### config.mk
export PLATFORM = sky130hd
export DESIGN_NAME = tmr_channel
export DESIGN_NICKNAME = d
export VERILOG_FILES = /design/src/rtl/tmr_pkg.sv /design/src/rtl/tmr_ctrl.sv /design/src/rtl/tmr_prescale.sv /design/src/rtl/tmr_count.sv /design/src/rtl/tmr_pending.sv /design/src/rtl/tmr_channel.sv
export SDC_FILE = /design/constraint.sdc
export NUM_CORES = 1
export LEC_CHECK = 0
export ABC_AREA = 1
export BUFFER_PORTS_ARGS = -buffer_cell sky130_fd_sc_hd__buf_2
export CAP_MARGIN = 20
export CORE_UTILIZATION = 48
export CTS_BUF_LIST = sky130_fd_sc_hd__clkbuf_4
export CTS_CLUSTER_SIZE = 20
export DETAILED_ROUTE_END_ITERATION = 16
export GPL_TIMING_DRIVEN = 1
export PLACE_DENSITY_LB_ADDON = 0.25
export SYNTH_ARGS = -nofsm -noshare
export SYNTH_HDL_FRONTEND = slang
export SYNTH_SLANG_ARGS = --single-unit
### constraint.sdc
create_clock -name clk -period 5.43 [get_ports clk]
set_clock_uncertainty 0.15 [all_clocks]
set_input_delay 0.8145 -clock clk [delete_from_list [all_inputs] [get_ports clk]]
set_output_delay 0.8145 -clock clk [all_outputs]
set_load 0.02 [all_outputs]
### src/rtl/tmr_pkg.sv
package tmr_pkg;
  localparam int unsigned DATA_W      = 32;
  localparam int unsigned BIT_EN      = 30;
  localparam int unsigned BIT_IE      = 29;
  localparam int unsigned BIT_PER     = 27;
  localparam int unsigned BIT_CRST    = 26;
  localparam int unsigned BIT_ACT     = 25;
  localparam int unsigned STAT_PEND   = 0;
  localparam logic [7:0]  PRE_RESET   = 8'd5;

  typedef enum logic [1:0] {
    REG_CTRL  = 2'd0,
    REG_LOAD  = 2'd1,
    REG_COUNT = 2'd2,
    REG_STAT  = 2'd3
  } reg_sel_e;
endpackage

### src/rtl/tmr_ctrl.sv
module tmr_ctrl import tmr_pkg::*; #(
  parameter int unsigned PRE_W = 8
) (
  input  logic              clk,
  input  logic              rst_n,
  input  logic              wr_i,
  input  logic [DATA_W-1:0] wdata_i,
  input  logic              oneshot_clr_i,
  output logic              en_o,
  output logic              act_o,
  output logic              ie_o,
  output logic              per_o,
  output logic              per_nxt_o,
  output logic [PRE_W-1:0]  pre_o,
  output logic              crst_o,
  output logic              start_o,
  output logic              stop_o
);
  logic en_q, en_d, act_q, act_d, ie_q, ie_d, per_q, per_d;
  logic [PRE_W-1:0] pre_q, pre_d;
  logic req_en;
  logic unused_wbits;

  assign unused_wbits = ^{wdata_i[DATA_W-1], wdata_i[28], wdata_i[BIT_ACT:PRE_W]};
  assign req_en = wdata_i[BIT_EN] & ~wdata_i[BIT_CRST];

  always_comb begin
    en_d  = en_q;
    act_d = act_q;
    ie_d  = ie_q;
    per_d = per_q;
    pre_d = pre_q;
    if (wr_i) begin
      en_d  = req_en;
      act_d = req_en;
      ie_d  = wdata_i[BIT_IE];
      per_d = wdata_i[BIT_PER];
      pre_d = wdata_i[PRE_W-1:0];
    end else if (oneshot_clr_i) begin
      en_d  = 1'b0;
      act_d = 1'b0;
    end
  end

  always_ff @(posedge clk or negedge rst_n) begin
    if (!rst_n) begin
      en_q  <= 1'b0;
      act_q <= 1'b0;
      ie_q  <= 1'b0;
      per_q <= 1'b0;
      pre_q <= PRE_W'(PRE_RESET);
    end else begin
      en_q  <= en_d;
      act_q <= act_d;
      ie_q  <= ie_d;
      per_q <= per_d;
      pre_q <= pre_d;
    end
  end

  assign en_o      = en_q;
  assign act_o     = act_q;
  assign ie_o      = ie_q;
  assign per_o     = per_q;
  assign per_nxt_o = per_d;
  assign pre_o     = pre_q;
  assign crst_o    = wr_i & wdata_i[BIT_CRST];
  assign start_o   = wr_i & req_en & ~en_q;
  assign stop_o    = wr_i & ~req_en & en_q;
endmodule

### src/rtl/tmr_prescale.sv
module tmr_prescale #(
  parameter int unsigned PRE_W = 8
) (
  input  logic             clk,
  input  logic             rst_n,
  input  logic             run_i,
  input  logic             restart_i,
  input  logic [PRE_W-1:0] pre_i,
  output logic             step_o
);
  logic [PRE_W-1:0] sub_q, sub_d;
  logic at_end;

  assign at_end = (sub_q >= pre_i);
  assign step_o = run_i & at_end;

  always_comb begin
    sub_d = sub_q;
    if (restart_i)   sub_d = '0;
    else if (run_i)  sub_d = at_end ? '0 : sub_q + PRE_W'(1);
  end

  always_ff @(posedge clk or negedge rst_n) begin
    if (!rst_n) sub_q <= '0;
    else        sub_q <= sub_d;
  end
endmodule

### src/rtl/tmr_count.sv
module tmr_count #(
  parameter int unsigned CNT_W = 32
) (
  input  logic             clk,
  input  logic             rst_n,
  input  logic             load_i,
  input  logic [CNT_W-1:0] load_val_i,
  input  logic             step_i,
  input  logic             stop_i,
  input  logic             per_i,
  input  logic [CNT_W-1:0] reload_i,
  output logic [CNT_W-1:0] cnt_o,
  output logic             expire_o
);
  logic [CNT_W-1:0] cnt_q, cnt_d, base;
  logic step_exp, stop_exp;

  assign base     = load_i ? load_val_i : cnt_q;
  assign step_exp = step_i & (cnt_q <= CNT_W'(1));
  assign stop_exp = stop_i & (base == '0);
  assign expire_o = step_exp | stop_exp;

  always_comb begin
    cnt_d = cnt_q;
    if (expire_o)     cnt_d = per_i ? reload_i : '0;
    else if (load_i)  cnt_d = load_val_i;
    else if (step_i)  cnt_d = cnt_q - CNT_W'(1);
  end

  always_ff @(posedge clk or negedge rst_n) begin
    if (!rst_n) cnt_q <= '0;
    else        cnt_q <= cnt_d;
  end

  assign cnt_o = cnt_q;
endmodule

### src/rtl/tmr_pending.sv
module tmr_pending (
  input  logic clk,
  input  logic rst_n,
  input  logic set_i,
  input  logic clr_i,
  input  logic ie_i,
  output logic pend_o,
  output logic irq_o
);
  logic pend_q, pend_d;

  always_comb begin
    pend_d = pend_q;
    if (clr_i) pend_d = 1'b0;
    if (set_i) pend_d = 1'b1;
  end

  always_ff @(posedge clk or negedge rst_n) begin
    if (!rst_n) pend_q <= 1'b0;
    else        pend_q <= pend_d;
  end

  assign pend_o = pend_q;
  assign irq_o  = ie_i & pend_q;
endmodule

### src/rtl/tmr_channel.sv
module tmr_channel import tmr_pkg::*; #(
  parameter int unsigned CNT_W = 32,
  parameter int unsigned PRE_W = 8
) (
  input  logic              clk,
  input  logic              rst_n,
  input  logic              tick_i,
  input  logic              wr_en_i,
  input  logic [1:0]        addr_i,
  input  logic [DATA_W-1:0] wdata_i,
  output logic [DATA_W-1:0] rdata_o,
  output logic              irq_o
);
  logic wr_ctrl, wr_load, wr_stat, hold, run, restart, load;
  logic en, act, ie, per, per_nxt, crst, start, stop, step, expire, pend;
  logic [PRE_W-1:0] pre;
  logic [CNT_W-1:0] cnt, load_val, reload_q, reload_d;
  logic [DATA_W-1:0] cnt_ext, load_ext, pre_ext, ctrl_rd;

  assign wr_ctrl = wr_en_i & (addr_i == REG_CTRL);
  assign wr_load = wr_en_i & (addr_i == REG_LOAD);
  assign wr_stat = wr_en_i & (addr_i == REG_STAT);
  assign hold    = wr_ctrl | wr_load;
  assign run     = en & tick_i & ~hold;
  assign load    = crst | wr_load;
  assign restart = load | start;
  assign load_val = wr_load ? wdata_i[CNT_W-1:0] : reload_q;

  always_comb begin
    reload_d = reload_q;
    if (wr_load) reload_d = wdata_i[CNT_W-1:0];
  end

  always_ff @(posedge clk or negedge rst_n) begin
    if (!rst_n) reload_q <= '0;
    else        reload_q <= reload_d;
  end

  tmr_ctrl #(.PRE_W(PRE_W)) u_ctrl (
    .clk(clk), .rst_n(rst_n), .wr_i(wr_ctrl), .wdata_i(wdata_i),
    .oneshot_clr_i(expire & ~per_nxt),
    .en_o(en), .act_o(act), .ie_o(ie), .per_o(per), .per_nxt_o(per_nxt),
    .pre_o(pre), .crst_o(crst), .start_o(start), .stop_o(stop)
  );

  tmr_prescale #(.PRE_W(PRE_W)) u_pre (
    .clk(clk), .rst_n(rst_n), .run_i(run), .restart_i(restart),
    .pre_i(pre), .step_o(step)
  );

  tmr_count #(.CNT_W(CNT_W)) u_cnt (
    .clk(clk), .rst_n(rst_n), .load_i(load), .load_val_i(load_val),
    .step_i(step), .stop_i(stop), .per_i(per_nxt), .reload_i(reload_q),
    .cnt_o(cnt), .expire_o(expire)
  );

  tmr_pending u_pend (
    .clk(clk), .rst_n(rst_n), .set_i(expire),
    .clr_i(wr_stat & wdata_i[STAT_PEND]), .ie_i(ie),
    .pend_o(pend), .irq_o(irq_o)
  );

  always_comb begin
    cnt_ext  = '0;
    load_ext = '0;
    pre_ext  = '0;
    cnt_ext[CNT_W-1:0]  = cnt;
    load_ext[CNT_W-1:0] = reload_q;
    pre_ext[PRE_W-1:0]  = pre;
    ctrl_rd = pre_ext;
    ctrl_rd[BIT_EN]  = en;
    ctrl_rd[BIT_IE]  = ie;
    ctrl_rd[BIT_PER] = per;
    ctrl_rd[BIT_ACT] = act;
  end

  always_comb begin
    unique case (addr_i)
      REG_CTRL:  rdata_o = ctrl_rd;
      REG_LOAD:  rdata_o = load_ext;
      REG_COUNT: rdata_o = cnt_ext;
      default:   rdata_o = {{(DATA_W-1){1'b0}}, pend};
    endcase
  end
endmodule

# After elaboration in Yosys (flattened, before gate mapping)
# Index checks and enable logic that the tools add are counted.
[word_totals]
ff_bits = 84
inputBits = 38
output_inout_bits = 33
word_cells = 62
[op_classes]
add_sub_neg = 2
order_cmp = 2
n_eq_ne = 3
n_mux = 15
bitwise = 26
reduce_logical = 6
[op_table]
columns = ["cell", "n"]
rows = [
  ["2-to-1 mux 32 bit", 6],
  ["case mux 32 bit (3 select lines)", 1],
  ["less-or-equal comparator 32 x 1 -> 1 bit (second input constant)", 1],
  ["zero test 32 bit", 1],
  ["subtractor 32 x 1 -> 32 bit (second input constant)", 1],
  ["2-to-1 mux 8 bit", 3],
  ["AND 1 bit", 17],
  ["adder 8 x 1 -> 8 bit (second input constant)", 1],
  ["greater-or-equal comparator 8 bit", 1],
  ["nonzero test 2 bit", 3],
  ["2-to-1 mux 1 bit", 5],
  ["inverter 1 bit", 5],
  ["equality test 2 bit (second input constant)", 2],
  ["bitwise OR 1 bit", 4],
  ["nonzero test 3 bit", 1],
  ["equality test 2 x 1 -> 1 bit (second input constant)", 1],
  ["zero test 2 bit", 1],
]

# Logic depth before layout (Yosys ltp)
[logic_depth]
ltp_word = 11
depth_mapped = 17
depth_no_buf = 15

# Modules after synthesis
# Synthesis repeated with hierarchy kept, for this count alone.
[unflattened]
hier_cells = 1095
hier_area_um2 = 6592.6
[modules_own_cells]
columns = ["mod", "n_inst", "cells_per_inst", "area_each_um2", "seq_area_each_um2"]
rows = [
  ["tmr_count", 1, 669, 3647.2, 800.8],
  ["tmr_channel", 1, 271, 1755.4, 800.8],
  ["tmr_prescale", 1, 94, 689.4, 200.2],
  ["tmr_ctrl", 1, 54, 452.9, 277.8],
  ["tmr_pending", 1, 7, 47.5, 25.0],
]

# Worst setup path after synthesis
# No wires, ideal clock.
[synth_path]
kind = "input to output"
start = "in addr_i[0]"
end = "out rdata_o[14]"
t_arrival_ps = 2298
required_time_ps = 4465
setup_slack_ps = 2167
cell_stages = 7
n_path_buf = 4
cell_sequence = "buf_2 -> buf_1 -> nor2_1 -> inv_1 -> clkbuf_1 -> clkbuf_1 -> o21ai_0"
[synth_via]
elab_chain_cells = 2
word_cells_on_any_way = 4
cone_classes = "eq/ne: 2; mux: 1; reduce/logical: 1"
[synth_lines]
columns = ["item", "line", "source"]
rows = [
  ["start, declared", "tmr_channel.sv:9", "input logic [1:0] addr_i,"],
  ["equality test 2 bit, or another cell as far along", "tmr_channel.sv:78", "unique case (addr_i)"],
  ["case mux 32 bit (3 select lines) (*)", "tmr_channel.sv:78", ""],
  ["end, declared", "tmr_channel.sv:11", "output logic [DATA_W-1:0] rdata_o,"],
]
# Every way passes the cells marked *; elsewhere a longest branch is shown, timed or not.

# Worst setup path in the final report
[layout_path]
start = "in addr_i[1]"
end = "out rdata_o[31]"
# The elaborated chain is that of the path after synthesis.

==> impl_metrics.yaml <==
cells_and_area:
  fillers: 1283
  fin_cells: 1178
  n_antenna_cell: 0
  nets: 1054
  drive_gt1_frac: 0.1050
  syn2layout_area_growth_pct: 9.495
clocking:
  htreeDepth: 3
  cts_resized: 0
  cts_buffers: 9
  clock_path_buffers: 2
  clk_pin_slew_worst_paths_ns: 0.14
  hold_buffers: 0
  clock_latency_ns: 0.51
  root_buffer: "clkbuf_4"
  cts_tree: "built"
  post_cts_buffers: 0
  cts.sinks: 84
route:
  drtIter0Drc: 663
  drcViolationCount: 0
  vias: 6621
  ant_nets: 0
  wl_per_cell_um: 17.23
  firstDrtPassIters: 8
  wl_um: 20300
  vias_per_cell: 5.621
timing:
  worstMarginPinSlew_ns: 1.071
  fmax_mhz: 269.0
  worst_slew_margin_rel: 0.2850
  fin_tns_setup_ns: 0
  layout_min_cycle_time_ns: 3.717
  fin_crit_sh: 0.6845
  finalMaxSlewViolations: 0
  hold_viol_final: 0
  rsz0062_at_grt: "false"
  setup_viol_count_final: 0
setup_path:
  slowest_stage: "inv_1"
  cp_common_cell: "buf_2"
  required_ns: 4.47
  critPathLaunchType: "input pin"
  arrival_ns: 2.75
  path_max_fanout: 29
  slowest_delay_ns: 0.78
  cp_cell_sequence: "buf_2, inv_2, nor2_1, buf_4, inv_1, o21ai_0, buf_2"
  critical_path_class: "in2out"
  crit_path_end_kind: "primary output"
outcome:
  status: "finished clean"
power_and_ir_drop:
  p_leak_nw: 3.736
  powerDensity_nw_per_um2: 392.0
  ir_drop_uv: 172.7
global_route:
  track_usage: 0.3248
  overflow: 0
  antenna_found_initial: 0
  grt_pass1_wl_um: 32580
  grt_max_degree: 51
  grt_pass1_vias: 6218
yosys:
  synth_top_family_by_area: "simple AND/OR/NAND/NOR gates"
  ys_ff_latch: 84
  synth_warnings: 0
  syn-num-nets: 1003
  seq_area_frac_synth: 0.3442
  synth_flop_cell: "dfrtp_1"
  synthMuxAreaShare: 0
  synth_edf_count: 0
  syn_inst: 954
  synth_compound_area_frac: 0.09802
  synth_common_cells: "388 x nand2_1, 100 x nand3_1, 84 x inv_1, 84 x nor2_1, 82 x dfrtp_1"
  synth_xor_area_frac: 0.03151
  synth_simple_gate_area_share: 0.4174
  yosysTopAreaCell: "dfrtp_1"
  ys_types: 34
  synth.top_cell.area_share: 0.3356
  async_flop_share: 1.000
  yosys-top-cells-area: "dfrtp_1 34%, nand2_1 24%, nand3_1 8.2%"
  synth-adder-area-share: 0.02251
  yosysMostFrequentCell: "nand2_1"
  synth.avg_cell_area_sq_um: 6.409
  netlist_area_sq_um: 6115
placed_design:
  dpl.hpwl_um: 15070
  gp_congestion: 0.9773
  place_inst: 1161
  numPortBuffers: 70
hold_path:
  hp-class: "in2async"
floorplanning:
  die_height_um: 114.9
  rows: 40
  start_util: 0.5007
  dieArea_sq_um: 13190
  dieWidth_um: 114.9
  pin_count: 71
  design.core.area_sq_um: 12210
run:
  drv_cap: 0
==> final timing paths <==
kind,start,to,slack [ns],cells past startpoint
max,addr_i[1],rdata_o[31],1.71,7
min reg2reg,u_cnt.cnt_o[1],u_cnt.cnt_o[1],0.36,2
min,rst_n,load_ext[25],0.08,1
max in group asynchronous,rst_n,load_ext[10],4.01,2
max reg2reg,u_ctrl.pre_o[7],u_cnt.cnt_o[30],2.29,13
min in group clk,u_cnt.cnt_o[1],u_cnt.cnt_o[1],0.36,2
==> logic make-up after synthesis <==
| kind of cell | after synthesis |
|---|---|
| AO/OA/AOI/OAI | 97 |
| XOR/XNOR | 22 |
| adder cells (fa/ha/maj) | 11 |
| buffers and inverters | 125 |
| flip-flops | 84 |
| AND/OR/NAND/NOR | 615 |
==> power breakdown <==
part / total (mW) / switching, mW / internal, mW / leakage [nW]
Sequential: 0.946 / 0.172 / 0.775 / 1.07
Combinational: 1.29 / 0.871 / 0.423 / 2.59
Clock: 0.384 / 0.239 / 0.145 / 0.0744
Total: 2.62 / 1.28 / 1.34 / 3.74
==> layer usage <==
metal | GRT usage | up-vias | share of wire | wire [um]
met4 | 0.1610 | 0 | 0.039 | 795
met2 | 0.5096 | 326 | 0.45 | 9153
met5 | 0 | - | 0 | 0
li1 | - | 3171 | - | -
met1 | 0.4350 | 3067 | 0.43 | 8671
met3 | 0.05430 | 57 | 0.083 | 1681
==> metrics by stage <==
stage          instance area, sq um  setup WS (ns)  hold WS, ns  power (mW)    util
2_1_floorplan                  6115          2.167       0.2991       1.840       -
3_3_place_gp                   6529          1.624       0.3144       2.207  0.5346
3_5_place_dp                   6529          1.531       0.3197       2.213  0.5346
4_1_cts                        6668          1.722      0.09386       2.600  0.5460
5_1_grt                        6695          1.601       0.1074       2.835  0.5483
6_report                       6695          1.713      0.07701       2.625  0.5483
==> sequential cells by signal, indices dropped and copies added, names as in the netlist <==
signal         flops
load_ext          32
u_cnt.cnt_o       32
u_ctrl.en_o        1
u_ctrl.ie_o        1
u_ctrl.per_o       1
u_ctrl.pre_o       8
u_pend.pend_o      1
u_pre.sub_q        8
==> critical path, delay by kind of cell <==
| family | cells | cell delay [ns] |
|---|---|---|
| AO/OA/AOI/OAI | 1 | 0.35 |
| AND/OR/NAND/NOR | 1 | 0.06 |
| buffers and inverters | 5 | 1.52 |
==> layout by cell type, fill, tap and decap left out, types with 2 or more instances in the layout <==
| cell type | netlist | final |
|---|---|---|
| o22ai_1 | 4 | 4 |
| nand4_1 | 26 | 26 |
| nor2_1 | 84 | 84 |
| o21ai_1 | 3 | 3 |
| a21oi_1 | 6 | 6 |
| nor2_2 | 2 | 2 |
| o221ai_1 | 8 | 8 |
| nand2_2 | 3 | 3 |
| buf_4 | 10 | 8 |
| ha_1 | 11 | 11 |
| nand2_1 | 388 | 388 |
| nand3_1 | 100 | 100 |
| xor2_1 | 22 | 22 |
| nor3_1 | 7 | 7 |
| buf_2 | 11 | 69 |
| a21boi_0 | 21 | 21 |
| dfstp_2 | 2 | 2 |
| o21ai_0 | 46 | 46 |
| clkbuf_4 | 0 | 10 |
| o2111ai_1 | 2 | 2 |
| o211ai_1 | 4 | 4 |
| dfrtp_1 | 82 | 82 |
| inv_2 | 3 | 3 |
| inv_1 | 84 | 84 |
==> area by class of cell <==
| type | instances | area (sq um) | share of cell area |
|---|---|---|---|
| clock inverters | 6 | 63.81 | 0.009531 |
| flip-flops and latches | 84 | 2105 | 0.3143 |
| repair buffers | 78 | 432.9 | 0.06466 |
| multi-input cells | 745 | 3482 | 0.5201 |
| clock buffers | 10 | 75.07 | 0.01121 |
| well taps | 168 | 210.2 | 0.03140 |
| inverters | 87 | 326.6 | 0.04878 |
No activity file was read; power rests on OpenSTA's default activity.
